<file path="config.mk">
export PLATFORM = sky130hd
export DESIGN_NAME = adc_alert_cmp
export DESIGN_NICKNAME = d
export VERILOG_FILES = /design/src/rtl/adc_alert_pkg.sv /design/src/rtl/adc_alert_regs.sv /design/src/rtl/adc_alert_fault.sv /design/src/rtl/adc_alert_out.sv /design/src/rtl/adc_alert_cmp.sv
export SDC_FILE = /design/constraint.sdc
export NUM_CORES = 1
export LEC_CHECK = 0
export BUFFER_PORTS_ARGS = -buffer_cell sky130_fd_sc_hd__buf_4
export CAP_MARGIN = 10
export CORE_ASPECT_RATIO = 1.75
export CORE_MARGIN = 2
export CORE_UTILIZATION = 56
export CTS_BUF_LIST = sky130_fd_sc_hd__clkbuf_4 sky130_fd_sc_hd__clkbuf_8
export CTS_CLUSTER_SIZE = 20
export DETAILED_ROUTE_END_ITERATION = 10
export PLACE_DENSITY = 0.78
export SLEW_MARGIN = 5
export SYNTH_ARGS = -nofsm -noshare
export SYNTH_HDL_FRONTEND = slang
export SYNTH_HIERARCHICAL = 1
export SYNTH_SLANG_ARGS = --single-unit
</file>
<file path="constraint.sdc">
create_clock -name clk -period 2.9 [get_ports clk]
set_input_delay 0.29 -clock clk [delete_from_list [all_inputs] [get_ports clk]]
set_output_delay 0.29 -clock clk [all_outputs]
set_load 0.1 [all_outputs]
</file>
<file path="src/rtl/adc_alert_pkg.sv">
package adc_alert_pkg;
  localparam int CNT_W = 3;
  localparam logic [1:0] QUEUE_OFF = 2'd3;

  typedef struct packed {
    logic       win;
    logic       pol_hi;
    logic       latch;
    logic [1:0] queue;
  } ctl_t;

  function automatic logic [CNT_W-1:0] need_count(input logic [1:0] q);
    case (q)
      2'd0:    need_count = 3'd1;
      2'd1:    need_count = 3'd2;
      2'd2:    need_count = 3'd4;
      default: need_count = 3'd0;
    endcase
  endfunction
endpackage

</file>
<file path="src/rtl/adc_alert_regs.sv">
module adc_alert_regs #(
  parameter int REG_W  = 16,
  parameter int DATA_W = 12
) (
  input  logic              clk,
  input  logic              rst_n,
  input  logic              wr_en,
  input  logic [1:0]        addr,
  input  logic [REG_W-1:0]  wdata,
  input  logic              res_fire,
  input  logic [DATA_W-1:0] res_data,
  output logic [REG_W-1:0]  rdata,
  output logic [4:0]        ctl_bits,
  output logic [REG_W-1:0]  lo_q,
  output logic [REG_W-1:0]  hi_q,
  output logic [REG_W-1:0]  conv_q
);
  localparam int SHIFT = REG_W - DATA_W;
  localparam logic [REG_W-1:0] CFG_RST = REG_W'(3);
  localparam logic [REG_W-1:0] LO_RST  = {1'b1, {(REG_W-1){1'b0}}};
  localparam logic [REG_W-1:0] HI_RST  = {1'b0, {(REG_W-1){1'b1}}};

  logic [REG_W-1:0] cfg_q;

  always_ff @(posedge clk or negedge rst_n) begin
    if (!rst_n) begin
      cfg_q  <= CFG_RST;
      lo_q   <= LO_RST;
      hi_q   <= HI_RST;
      conv_q <= '0;
    end else begin
      if (wr_en) begin
        case (addr)
          2'd1: cfg_q <= wdata;
          2'd2: lo_q  <= wdata;
          2'd3: hi_q  <= wdata;
          default: ;
        endcase
      end
      if (res_fire) conv_q <= {res_data, {SHIFT{1'b0}}};
    end
  end

  always_comb begin
    case (addr)
      2'd0:    rdata = conv_q;
      2'd1:    rdata = cfg_q;
      2'd2:    rdata = lo_q;
      default: rdata = hi_q;
    endcase
  end

  assign ctl_bits = cfg_q[4:0];

  assert_conv_readonly_R1: assert property (@(posedge clk) disable iff (!rst_n)
    (wr_en && addr == 2'd0 && !res_fire) |=> $stable(conv_q));
endmodule

</file>
<file path="src/rtl/adc_alert_fault.sv">
module adc_alert_fault
  import adc_alert_pkg::*;
#(
  parameter int REG_W = 16
) (
  input  logic             clk,
  input  logic             rst_n,
  input  logic             res_fire,
  input  logic [REG_W-1:0] sample,
  input  logic [REG_W-1:0] lo,
  input  logic [REG_W-1:0] hi,
  input  ctl_t             ctl,
  input  logic             dis,
  output logic             reach,
  output logic             clear_ok
);
  logic [CNT_W-1:0] cnt_q, cnt_d, need, cnt_plus;
  logic above, below, fault;

  assign above    = $signed(sample) > $signed(hi);
  assign below    = $signed(sample) < $signed(lo);
  assign fault    = ctl.win ? (above || below) : above;
  assign clear_ok = ctl.win ? !fault : below;
  assign need     = need_count(ctl.queue);
  assign cnt_plus = cnt_q + 1'b1;
  assign reach    = res_fire && fault && !dis && (cnt_plus >= need);

  always_comb begin
    cnt_d = cnt_q;
    if (dis)                 cnt_d = '0;
    else if (res_fire) begin
      if (!fault)            cnt_d = '0;
      else if (cnt_plus >= need) cnt_d = need;
      else                   cnt_d = cnt_plus;
    end
  end

  always_ff @(posedge clk or negedge rst_n) begin
    if (!rst_n) cnt_q <= '0;
    else        cnt_q <= cnt_d;
  end

  assert_run_clears_R4: assert property (@(posedge clk) disable iff (!rst_n)
    (res_fire && !fault) |=> cnt_q == '0);
  assert_off_no_count_R9: assert property (@(posedge clk) disable iff (!rst_n)
    dis |=> cnt_q == '0);
endmodule

</file>
<file path="src/rtl/adc_alert_out.sv">
module adc_alert_out
  import adc_alert_pkg::*;
(
  input  logic clk,
  input  logic rst_n,
  input  logic res_fire,
  input  logic reach,
  input  logic clear_ok,
  input  ctl_t ctl,
  input  logic dis,
  input  logic conv_rd,
  output logic alert_o
);
  logic active_q, active_d;

  always_comb begin
    active_d = active_q;
    if (dis)                         active_d = 1'b0;
    else if (reach)                  active_d = 1'b1;
    else if (ctl.latch) begin
      if (conv_rd)                   active_d = 1'b0;
    end else if (res_fire && clear_ok) active_d = 1'b0;
  end

  always_ff @(posedge clk or negedge rst_n) begin
    if (!rst_n) active_q <= 1'b0;
    else        active_q <= active_d;
  end

  assign alert_o = ctl.pol_hi ? active_q : !active_q;

  assert_off_inactive_R9: assert property (@(posedge clk) disable iff (!rst_n)
    (ctl.queue == QUEUE_OFF) |-> !active_q);
  assert_fire_sets_R3: assert property (@(posedge clk) disable iff (!rst_n)
    reach |=> active_q);
  assert_latch_holds_R7: assert property (@(posedge clk) disable iff (!rst_n)
    (active_q && ctl.latch && !conv_rd && !dis) |=> active_q);
endmodule

</file>
<file path="src/rtl/adc_alert_cmp.sv">
module adc_alert_cmp
  import adc_alert_pkg::*;
#(
  parameter int REG_W  = 16,
  parameter int DATA_W = 12
) (
  input  logic              clk,
  input  logic              rst_n,
  input  logic              reg_wr_en,
  input  logic              reg_rd_en,
  input  logic [1:0]        reg_addr,
  input  logic [REG_W-1:0]  reg_wdata,
  output logic [REG_W-1:0]  reg_rdata,
  input  logic              res_valid,
  output logic              res_ready,
  input  logic [DATA_W-1:0] res_data,
  output logic              alert_o
);
  localparam int SHIFT = REG_W - DATA_W;

  logic [4:0]       ctl_bits;
  logic [REG_W-1:0] lo_q, hi_q, conv_q;
  logic [REG_W-1:0] sample;
  ctl_t             ctl;
  logic             res_fire, dis, conv_rd, reach, clear_ok;

  assign res_ready = 1'b1;
  assign res_fire  = res_valid && res_ready;
  assign ctl       = ctl_t'(ctl_bits);
  assign sample    = {res_data, {SHIFT{1'b0}}};
  assign conv_rd   = reg_rd_en && reg_addr == 2'd0;
  assign dis       = (ctl.queue == QUEUE_OFF) ||
                     (reg_wr_en && reg_addr == 2'd1 && reg_wdata[1:0] == QUEUE_OFF);

  adc_alert_regs #(.REG_W(REG_W), .DATA_W(DATA_W)) u_regs (
    .clk(clk), .rst_n(rst_n), .wr_en(reg_wr_en), .addr(reg_addr),
    .wdata(reg_wdata), .res_fire(res_fire), .res_data(res_data),
    .rdata(reg_rdata), .ctl_bits(ctl_bits), .lo_q(lo_q), .hi_q(hi_q),
    .conv_q(conv_q)
  );

  adc_alert_fault #(.REG_W(REG_W)) u_fault (
    .clk(clk), .rst_n(rst_n), .res_fire(res_fire), .sample(sample),
    .lo(lo_q), .hi(hi_q), .ctl(ctl), .dis(dis), .reach(reach),
    .clear_ok(clear_ok)
  );

  adc_alert_out u_out (
    .clk(clk), .rst_n(rst_n), .res_fire(res_fire), .reach(reach),
    .clear_ok(clear_ok), .ctl(ctl), .dis(dis), .conv_rd(conv_rd),
    .alert_o(alert_o)
  );

  assert_conv_capture_R10: assert property (@(posedge clk) disable iff (!rst_n)
    res_fire |=> conv_q == $past(sample));
endmodule

</file>
### Word level (Yosys, flattened, before mapping)

Cells that the tools add are included.

| storage, ports and cells | value |
|---|---|
| word-level logic and storage cells | 52 |
| bits of input ports | 35 |
| flip-flop bits (word level) | 64 |
| output and inout port bits | 18 |

| operators by class | value |
|---|---|
| $add $sub $neg | 1 |
| equal/unequal tests | 8 |
| reductions and logical operators | 20 |
| mux-type cells | 14 |
| magnitude comparators | 3 |

Operator list:

| cell | number |
|---|---|
| $pmux 16 s3 | 1 |
| $gt 16x16->1 | 1 |
| $lt 16x16->1 | 1 |
| $mux 3 | 4 |
| $eq 2x2->1 const B | 5 |
| $pmux 3 s3 | 1 |
| $mux 1 | 8 |
| $reduce_and 2->1 | 4 |
| $logic_and 1x1->1 | 7 |
| $eq 2x1->1 const B | 2 |
| $logic_not 2->1 | 2 |
| $ne 4x3->1 const B | 1 |
| $reduce_bool 4->1 | 1 |
| $add 3x1->3 const B | 1 |
| $ge 3x3->1 | 1 |
| $logic_not 1->1 | 3 |
| $logic_or 1x1->1 | 2 |
| $reduce_bool 2->1 | 1 |

### Longest topological paths before layout

Gate-level depths: netlist of run 1.

| logic depth | value |
|---|---|
| word-level depth | 10 |
| gate-level depth with buffers | 11 |

### Cells and area by module

The synthesis of run 1 kept the hierarchy.

Modules (own cells, without submodules):

| module | times used | cells each | area an instance (um^2) |
|---|---|---|---|
| adc_alert_regs | 1 | 162 | 2872.8 |
| adc_alert_fault | 1 | 147 | 1122.3 |
| adc_alert_out | 1 | 7 | 65.1 |
| adc_alert_cmp | 1 | 6 | 41.3 |

### Worst setup path after synthesis of run 1

OpenSTA, ideal clock, no wires.

| path | value |
|---|---|
| path kind | register to register |
| from | register u_regs.hi_q[14] |
| to | register u_out.active_q |
| slack | 0.325 ns |
| clock period less this slack | 2.575 ns |
| cell stages (with the launch flop) | 12 |
| arrival time | 2.508 ns |
| buffers on the path | 0 |
| setup time | 0.067 ns |
| path through | dfstp_2 > inv_1 > ha_1 > nand4_2 > or4_4 > a21oi_2 > nor4_1 > a221oi_2 > nor2_1 > mux2_2 > nand3b_1 > a32o_1 |

| on the way | value |
|---|---|
| word-level cells in the longest chain between the ends | 8 |

Ends and longest elaborated chain:

| item | line | RTL |
|---|---|---|
| start: declaration | adc_alert_regs.sv:15 | `output logic [REG_W-1:0] hi_q,` |
| start signal: assignment | adc_alert_regs.sv:36 | `2'd3: hi_q <= wdata;` |
| $gt 16x16->1 * | adc_alert_fault.sv:20 | `assign above = $signed(sample) > $signed(hi);` |
| $logic_or 1x1->1 | adc_alert_fault.sv:22 | `assign fault = ctl.win ? (above \|\| below) : above;` |
| $mux 1 * | adc_alert_fault.sv:22 |  |
| $logic_not 1->1 * | adc_alert_fault.sv:23 | `assign clear_ok = ctl.win ? !fault : below;` |
| $mux 1 * | adc_alert_fault.sv:23 |  |
| named net clear_ok | adc_alert_cmp.sv:25 | `logic res_fire, dis, conv_rd, reach, clear_ok;` |
| $logic_and 1x1->1 * | adc_alert_out.sv:22 | `end else if (res_fire && clear_ok) active_d = 1'b0;` |
| $reduce_bool 4->1 (no source line) * | - |  |
| $reduce_and 2->1 (no source line) * | - |  |
| end signal: assignment | adc_alert_out.sv:27 | `else active_q <= active_d;` |
| end: declaration | adc_alert_out.sv:14 | `logic active_q, active_d;` |

The timed path passes the listed nets; every way through them passes the cells marked *.
A chain may end at the register's enable or synchronous reset.

### Worst setup path after layout of run 1

| path | value |
|---|---|
| from | register u_regs.hi_q[14] |
| to | register u_out.active_q |

| on the way | value |
|---|---|
| word-level cells in the longest chain between the ends | 8 |

Ends and longest elaborated chain:

| item | line | RTL |
|---|---|---|
| $gt 16x16->1 * | adc_alert_fault.sv:20 |  |
| $logic_or 1x1->1 | adc_alert_fault.sv:22 |  |
| $mux 1 * | adc_alert_fault.sv:22 |  |
| $logic_and 1x1->1 * (3 in series) | adc_alert_fault.sv:26 | `assign reach = res_fire && fault && !dis && (cnt_plus >= need);` |
| named net reach | adc_alert_cmp.sv:25 |  |
| $ne 4x3->1 (no source line), or another cell as far along | - |  |
| $reduce_and 2->1 (no source line) or $mux 1 (tied branches) | - |  |

Marked as above.

==> results of run 1 <==
worst register-to-register path: stages, from the launching register on:
cell and delay, ns:
dfstp_2 0.54, inv_1 0.07, ha_4 0.27, nand4_2 0.13, or4_4 0.56, a21oi_4 0.14, nor4_1 0.08, a221oi_2 0.31
buf_4 0.17, a21oi_2 0.05, nor3_1 0.21, a32o_1 0.15
worst paths after layout:
check,endpoint,cells after the start,from,slack [ns]
min in group clk,u_regs/cfg_q[3],2,reg_wdata[3],0.19
max in group asynchronous,u_regs/cfg_q[5],1,rst_n,2.34
max reg2reg,u_out/active_q,11,u_regs/hi_q[14],0.16
max,u_out/active_q,11,u_regs/hi_q[14],0.16
min,u_regs/conv_q[12],1,rst_n,0.03
min reg2reg,u_fault/cnt_q[1],2,u_fault/cnt_q[1],0.50
power by group:
part           switching, mW  internal (mW)
registers              0.129           1.10
logic                  0.853          0.568
clock network          0.338          0.385
metal layers:
layer  vias up  wire [um]  track usage (%)
li1       1241          -                -
met1      1318       3230             25.7
met2        60       4740             42.2
met3        13        369             5.20
met4         0        174             10.4
met5         -          0                0
registers in the layout (all words and copies together), names as in the netlist:
signal          cells
u_out/active_q      1
u_fault/cnt_q       3
u_regs/cfg_q       16
u_regs/lo_q        16
u_regs/conv_q      12
u_regs/hi_q        16
layout make-up:
class	instances	share of cell area, %
inverters	35	2.81
multi-input cells	210	47.8
repair buffers	52	8.35
clock buffers	13	3.69
clock inverters	3	0.321
well taps	86	2.30
flip-flops and latches	64	34.7
cells in the final DEF (no fill, tap or decap), types with 2 or more instances in the layout:
cell	count
mux4_2	12
inv_1	35
clkbuf_8	12
or2b_1	2
or2b_2	2
nor3_1	4
o211ai_1	2
nand2b_1	3
nand2_1	6
mux2_2	35
mux2_4	30
a21o_1	3
nand3b_4	2
o21ai_0	2
a21oi_1	13
conb_1	8
nor2b_1	2
dfrtp_1	46
clkinv_2	3
nand2_2	2
ha_1	34
o32ai_1	2
buf_4	52
nand4_2	2
nor2_1	8
nand3_1	4
nand4_1	4
dfstp_2	18
a22o_1	5
repair_timing:
item,4_1_cts,5_1_grt
endpoints found under the hold margin,0,0
gates resized for setup,0,2
setup endpoints to repair,0,1
setup buffers,0,1
hold buffers,0,0
stage by stage:
step | total power [mW] | util, %
finish | 3.37 | 65.6
global route | 3.55 | 65.6
CTS | 3.37 | 65.2
detailed placement | 2.64 | 62.6
global placement | 2.60 | 62.6
floorplan | 2.34 | -
==> summary.txt, run 1 <==
WL final: 8520 um
worst hold path type: in -> async
die area: 7990 um^2
PD cells: 721 nW/um^2
H-tree Lvls: 3
worst skew pair latency: 0.35 ns
Hold WS: 0.0311 ns
max incr delay on CP: 0.56 ns
arrival time worst endpoint: 3.03 ns
Final Critical Period: 2.74 ns
non-filler instance count after layout: 463
f_max: 364 MHz
crit end category: register
design area: 4680 um^2
core area: 7130 um^2
Worst Skew: 0.00419 ns
gpl congestion: 0.761
die height: 117 um
Setup WS pre-CTS: 0.134 ns
Max stage delay cell, worst path: or4_4
Register Area: 1620 um^2
largest net degree at the start of global routing: 65
area delta synth->final: 15.0%
first-pass GRT wire length: 13500 um
CP required: 3.19 ns
Slew Limit Headroom: 45.9%
total grt overflow: 0
Worst Tran Pin Value: 0.811 ns
family with the most delay on the worst path: simple AND/OR/NAND/NOR gates
worst-path cell chain: inv_1, ha_4, nand4_2, or4_4, a21oi_4, nor4_1, a221oi_2, buf_4, a21oi_2, nor3_1, a32o_1
placed inst area: 4460 um^2
CTS tree: built
fin nets: 442
Synth Cell Area: 4070 um^2
GRT Resource Usage Total: 23.6%
ant diodes: 0
LEAKAGE: 2.29 nW
Port-buffer cells: 51
Max IR drop VDD: 0.544 mV
fin. max-slew vios: 0
vias in the first global route: 2870
Starting Density: 57.0%
multi-input combinational cell area: 2240 um^2
CTS root buffer: clkbuf_8
Clk pin slew, worst setup/hold paths: 0.07 ns
crit start category: register
vias per cell: 5.68
setup TNS: 0 ns
clock buffer count from CTS: 9
PnR worst setup slack: 0.155 ns
FILL cells: 573
clk buf depth: 2
period utilisation layout: 94.6%
ANT nets after route: 0
drt wl/cell: 18.4 um
outcome: completed
maxcap violations: 0
drt pass-1 iters: 4
initial antenna violation count: 0
Die X: 68.4 um
Setup Viol. Count Final: 0
fraction of layout cells with a size suffix above 1: 47.2%
Ys Warns: 6
CP Max Fanout: 4
critical path class: reg -> reg
row count: 41
per-instance average area after synthesis: 12.8 um^2
boundary pin count: 53
Iteration-0 DRC Markers: 110
critical path buffer and inverter count: 2
Final Hold Viols: 0
# placed instances: 446
vias: 2632
RSZ-0062 raised after global routing: no
cell count after synthesis: 317
CTS sink count: 64
post-DP HPWL: 5980 um
Post-route DRC: 0
(Power assumes the default switching activity.)
==> inputs of run 2 (changes only) <==
Settings changed: CORE_MARGIN 2 to default.
==> run 2 against run 1 <==
Against the previous run:
- clock power is 20% higher
- worst setup slack got worse by 0.060 ns
- global-route usage grew 1.5 points
- sequential power barely moved
- die area decreased by 4.6%
- highest routed layer unchanged
- worst hold slack worse by 0.0083 ns
- largest power group unchanged
- critical path depth did not move
- sequential cell count unchanged
==> summary.txt, run 2 (synthesized netlist as in run 1, its figures left out) <==
Post CTS Setup Buffer Count: 0
Hold WS: 0.0227 ns
internal power: 2.19 mW
row count: 40
Worst Tran Pin Value: 0.791 ns
CP required: 3.18 ns
# placed instances: 444
most frequent cells in the layout: 51 x buf_4, 46 x dfrtp_1, 35 x inv_1, 35 x mux2_2, 35 x ha_1
drt wl/cell: 18.3 um
ANT nets after route: 0
CP Max Fanout: 3
Die X: 66.4 um
vias per cell: 5.75
GRT Resource Usage Total: 25.1%
fin nets: 441
crit end category: register
placed inst area: 4460 um^2
Sw Share: 37.4%
post-DP HPWL: 6120 um
vias: 2646
Clk pwr share: 24.7%
Worst Skew: 0.00527 ns
reg-to-reg setup timing slack: 0.1 ns
clock buffer count from CTS: 9
most common cell after layout, fill and taps aside: buf_4
first-pass GRT wire length: 13700 um
CTS tree: built
Port-buffer cells: 51
worst r2r dst: u_out/active_q
die height: 115 um
total grt overflow: 0
initial antenna violation count: 0
Logic pwr share: 40.1%
RSZ-0062 raised after global routing: no
worst skew pair latency: 0.35 ns
CTS root buffer: clkbuf_8
Clk pin slew, worst setup/hold paths: 0.07 ns
gpl congestion: 0.808
design area: 4680 um^2
top flop regs: u_regs/cfg_q x16, u_regs/hi_q x16, u_regs/lo_q x16
period utilisation layout: 96.7%
Post-route DRC: 0
Setup Viol. Count Final: 0
die area: 7620 um^2
WL final: 8400 um
Reg2Reg Launch Point: u_regs/hi_q[14]
ant diodes: 0
arrival time worst endpoint: 3.09 ns
crit start category: register
CTS sink count: 64
area delta synth->final: 15.2%
H-tree Lvls: 3
clk buf depth: 2
largest net degree at the start of global routing: 65
Seq pwr share: 35.2%
setup TNS: 0 ns
critical path class: reg -> reg
fin util: 67.3%
Iteration-0 DRC Markers: 104
core area: 6960 um^2
maxcap violations: 0
fin. max-slew vios: 0
Hold Buf Count CTS: 0
non-filler instance count after layout: 460
boundary pin count: 53
Post-CTS Resized: 0
NetSw: 1.31 mW
f_max: 357 MHz
outcome: completed
Slew Limit Headroom: 47.2%
worst hold path type: in -> async
PD cells: 747 nW/um^2
R2R cell count: 11
Final Hold Viols: 0
Final Critical Period: 2.80 ns
fraction of layout cells with a size suffix above 1: 46.8%
Starting Density: 58.5%
Max IR drop VDD: 0.628 mV
drt pass-1 iters: 4
vias in the first global route: 2919
LEAKAGE: 2.30 nW
==> run 2: cell count changes in the layout (fill, tap and decap cells not counted) <==
cell,before,now
a21oi_2,1,2
a21oi_4,1,0
buf_4,52,51
bufinv_16,0,2
clkbuf_4,1,3
clkbuf_8,12,10
clkinv_2,3,1
ha_1,34,35
ha_4,1,0
==> run 2: worst max path at each step <==
stage / startpoint / to / cells after the start
global placement: u_regs/hi_q[14] / u_out/active_q / 11
detailed placement: u_regs/hi_q[14] / u_out/active_q / 11
finish: u_regs/hi_q[14] / u_out/active_q / 11
floorplan: u_regs/hi_q[14] / u_out/active_q / 11
CTS: u_regs/hi_q[14] / u_out/active_q / 11
global route: u_regs/hi_q[14] / u_out/active_q / 11
==> run 2: worst max-delay path, cell delays in order (launching register included) <==
cell and delay, ns:
dfstp_2 0.54, inv_1 0.04, ha_1 0.30, nand4_2 0.14
or4_4 0.57, a21oi_2 0.15, nor4_1 0.07, a221oi_2 0.32
nor2_1 0.07, mux2_2 0.27, nand3b_1 0.08, a32o_1 0.17
==> run 2: layout make-up <==
type | count | area (um^2)
multi-input combinational | 210 | 2220
fill | 549 | 2270
clock buffer | 13 | 160
inverter | 35 | 131
timing repair buffer | 51 | 383
tap | 84 | 105
sequential | 64 | 1620
clock inverter | 3 | 65.1
==> run 2: layer usage <==
layer | global-route usage (%) | vias to the layer above | part of all wire [%]
met1 | 26.2 | 1328 | 36
met3 | 4.07 | 17 | 3.7
met2 | 47.3 | 57 | 58
met4 | 11.5 | 0 | 2.5
li1 | - | 1244 | -
met5 | 0 | - | 0
==> run 2: power groups by stage <==
stage | clock, mW | combinational [mW] | sequential (mW)
floorplan | 0 | 1.15 | 1.19
global placement | 0 | 1.36 | 1.23
detailed placement | 0 | 1.40 | 1.25
CTS | 0.885 | 1.41 | 1.23
global route | 0.916 | 1.51 | 1.25
finish | 0.866 | 1.40 | 1.23
==> run 2: through the flow <==
| step | setup slack (ns) | power, mW |
|---|---|---|
| global route | 0.00659 | 3.69 |
| CTS | 0.114 | 3.52 |
| detailed placement | 0.140 | 2.65 |
| finish | 0.0959 | 3.50 |
| global placement | 0.249 | 2.59 |
| floorplan | 0.325 | 2.34 |
==> inputs of run 3 (changes only) <==
Settings changed: HOLD_SLACK_MARGIN from default to 0.1.
==> run 3 against run 2 <==
Against the previous run:
- wire length increased by 0.20%
- register-to-register slack is essentially flat
- sequential power about the same
- utilization grew 0.14 points
- worst setup slack got worse by 0.0029 ns
- clock skew about the same
- clock power is essentially flat
- die area unchanged
- global-route usage unchanged
- sequential share of layout area down 0.074 points
- final cell count rose by 0.22%
- non-clock buffer count increased by 1
- critical endpoint unchanged
- highest routed layer unchanged
==> summary.txt, run 3 (synthesized netlist as in run 1, its figures left out) <==
PD cells: 746 nW/um^2
largest net degree at the start of global routing: 65
FILL cells: 549
Max stage delay cell, worst path: or4_4
row count: 40
CTS root buffer: clkbuf_8
vias: 2651
boundary pin count: 53
period utilisation layout: 96.8%
area delta synth->final: 15.4%
Setup Viol. Count Final: 0
die area: 7620 um^2
f_max: 356 MHz
drt wl/cell: 18.2 um
clock buffer count from CTS: 9
drt pass-1 iters: 4
ANT nets after route: 0
CTS tree: built
worst skew pair latency: 0.35 ns
fin nets: 442
Clk pin slew, worst setup/hold paths: 0.07 ns
gpl congestion: 0.808
crit end category: register
maxcap violations: 0
worst hold path type: in -> reg
Port-buffer cells: 51
WL final: 8410 um
# placed instances: 444
post-DP HPWL: 6120 um
Iteration-0 DRC Markers: 108
Hold Path Depth: 2
vias in the first global route: 2919
ant diodes: 0
Post-CTS Resized: 0
most common cell after layout, fill and taps aside: buf_4
critical path class: reg -> reg
GRT Resource Usage Total: 25.1%
Post-route DRC: 0
CTS sink count: 64
Die X: 66.4 um
top flop regs: u_regs/cfg_q x16, u_regs/hi_q x16, u_regs/lo_q x16
max incr delay on CP: 0.57 ns
crit start category: register
H-tree Lvls: 3
LEAKAGE: 2.30 nW
R2R cell count: 11
total grt overflow: 0
Final Hold Viols: 0
first-pass GRT wire length: 13700 um
CP required: 3.18 ns
fraction of layout cells with a size suffix above 1: 46.7%
Starting Density: 58.5%
Max IR drop VDD: 0.628 mV
most frequent cells in the layout: 51 x buf_4, 46 x dfrtp_1, 35 x inv_1, 35 x mux2_2, 35 x ha_1
initial antenna violation count: 0
CP Max Fanout: 3
arrival time worst endpoint: 3.09 ns
RSZ-0062 raised after global routing: no
fin. max-slew vios: 0
PnR worst setup slack: 0.0930 ns
die height: 115 um
Setup WS pre-CTS: 0.140 ns
outcome: completed
Worst Tran Pin Value: 0.794 ns
Slew Limit Headroom: 47.0%
Worst Skew: 0.00501 ns
fin util: 67.5%
non-filler instance count after layout: 461
vias per cell: 5.75
Final Critical Period: 2.81 ns
core area: 6960 um^2
Post CTS Setup Buffer Count: 0
total chip power: 3.50 mW
worst-path cell chain: inv_1, ha_1, nand4_2, or4_4, a21oi_2, nor4_1, a221oi_2, nor2_1, mux2_2, nand3b_1, a32o_1
setup TNS: 0 ns
clk buf depth: 2
## run 3: metal layers
layer | vias to the layer above | global-route usage, % | wire, um
li1 | 1248 | - | -
met1 | 1339 | 26.2 | 3130
met2 | 50 | 47.3 | 4850
met3 | 14 | 4.07 | 236
met4 | 0 | 11.5 | 193
met5 | - | 0 | 0
## run 3: metrics by stage
stage | hold slack, ns | instance area (um^2)
6_report | 0.184 | 4690
5_1_grt | 0.181 | 4690
4_1_cts | 0.169 | 4690
3_5_place_dp | 0.432 | 4460
3_3_place_gp | 0.423 | 4460
2_1_floorplan | -0.00559 | 4090
## run 3: final cells by class
class / instances / area [um^2] / area share, %
multi-input combinational: 210 / 2220 / 47.2
clock inverter: 3 / 65.1 / 1.39
clock buffer: 13 / 160 / 3.41
timing repair buffer: 52 / 393 / 8.37
tap: 84 / 105 / 2.24
inverter: 35 / 131 / 2.80
sequential: 64 / 1620 / 34.6
## run 3: worst max-delay path: cells and delay by family (launching register included)
family          cells  cell delay (ns)
mux                 1             0.27
fa+ha+maj           1             0.30
buf+inv             1             0.04
compound gates      3             0.65
simple gates        5             0.93
flops               1             0.54
## run 3: what timing repair did
action                                  4_1_cts  5_1_grt
hold buffers                                  1        0
endpoints found under the setup margin        0        0
endpoints found under the hold margin        46        0
## run 3: where the power goes
| part | internal, mW | switching (mW) |
|---|---|---|
| clock network | 0.535 | 0.329 |
| registers | 1.10 | 0.133 |
| logic | 0.562 | 0.845 |
| total | 2.19 | 1.31 |
## run 3: final timing paths
check / endpoint / slack [ns] / startpoint
worst max-delay path: u_out/active_q / 0.09 / u_regs/hi_q[14]
worst min register to register: u_regs/conv_q[4] / 0.50 / u_regs/conv_q[4]
worst min-delay path: u_regs/hi_q[6] / 0.18 / reg_wdata[6]
max in group asynchronous: u_regs/lo_q[11] / 1.82 / rst_n
worst max register to register: u_out/active_q / 0.09 / u_regs/hi_q[14]
min in group asynchronous: u_regs/cfg_q[15] / 0.57 / rst_n
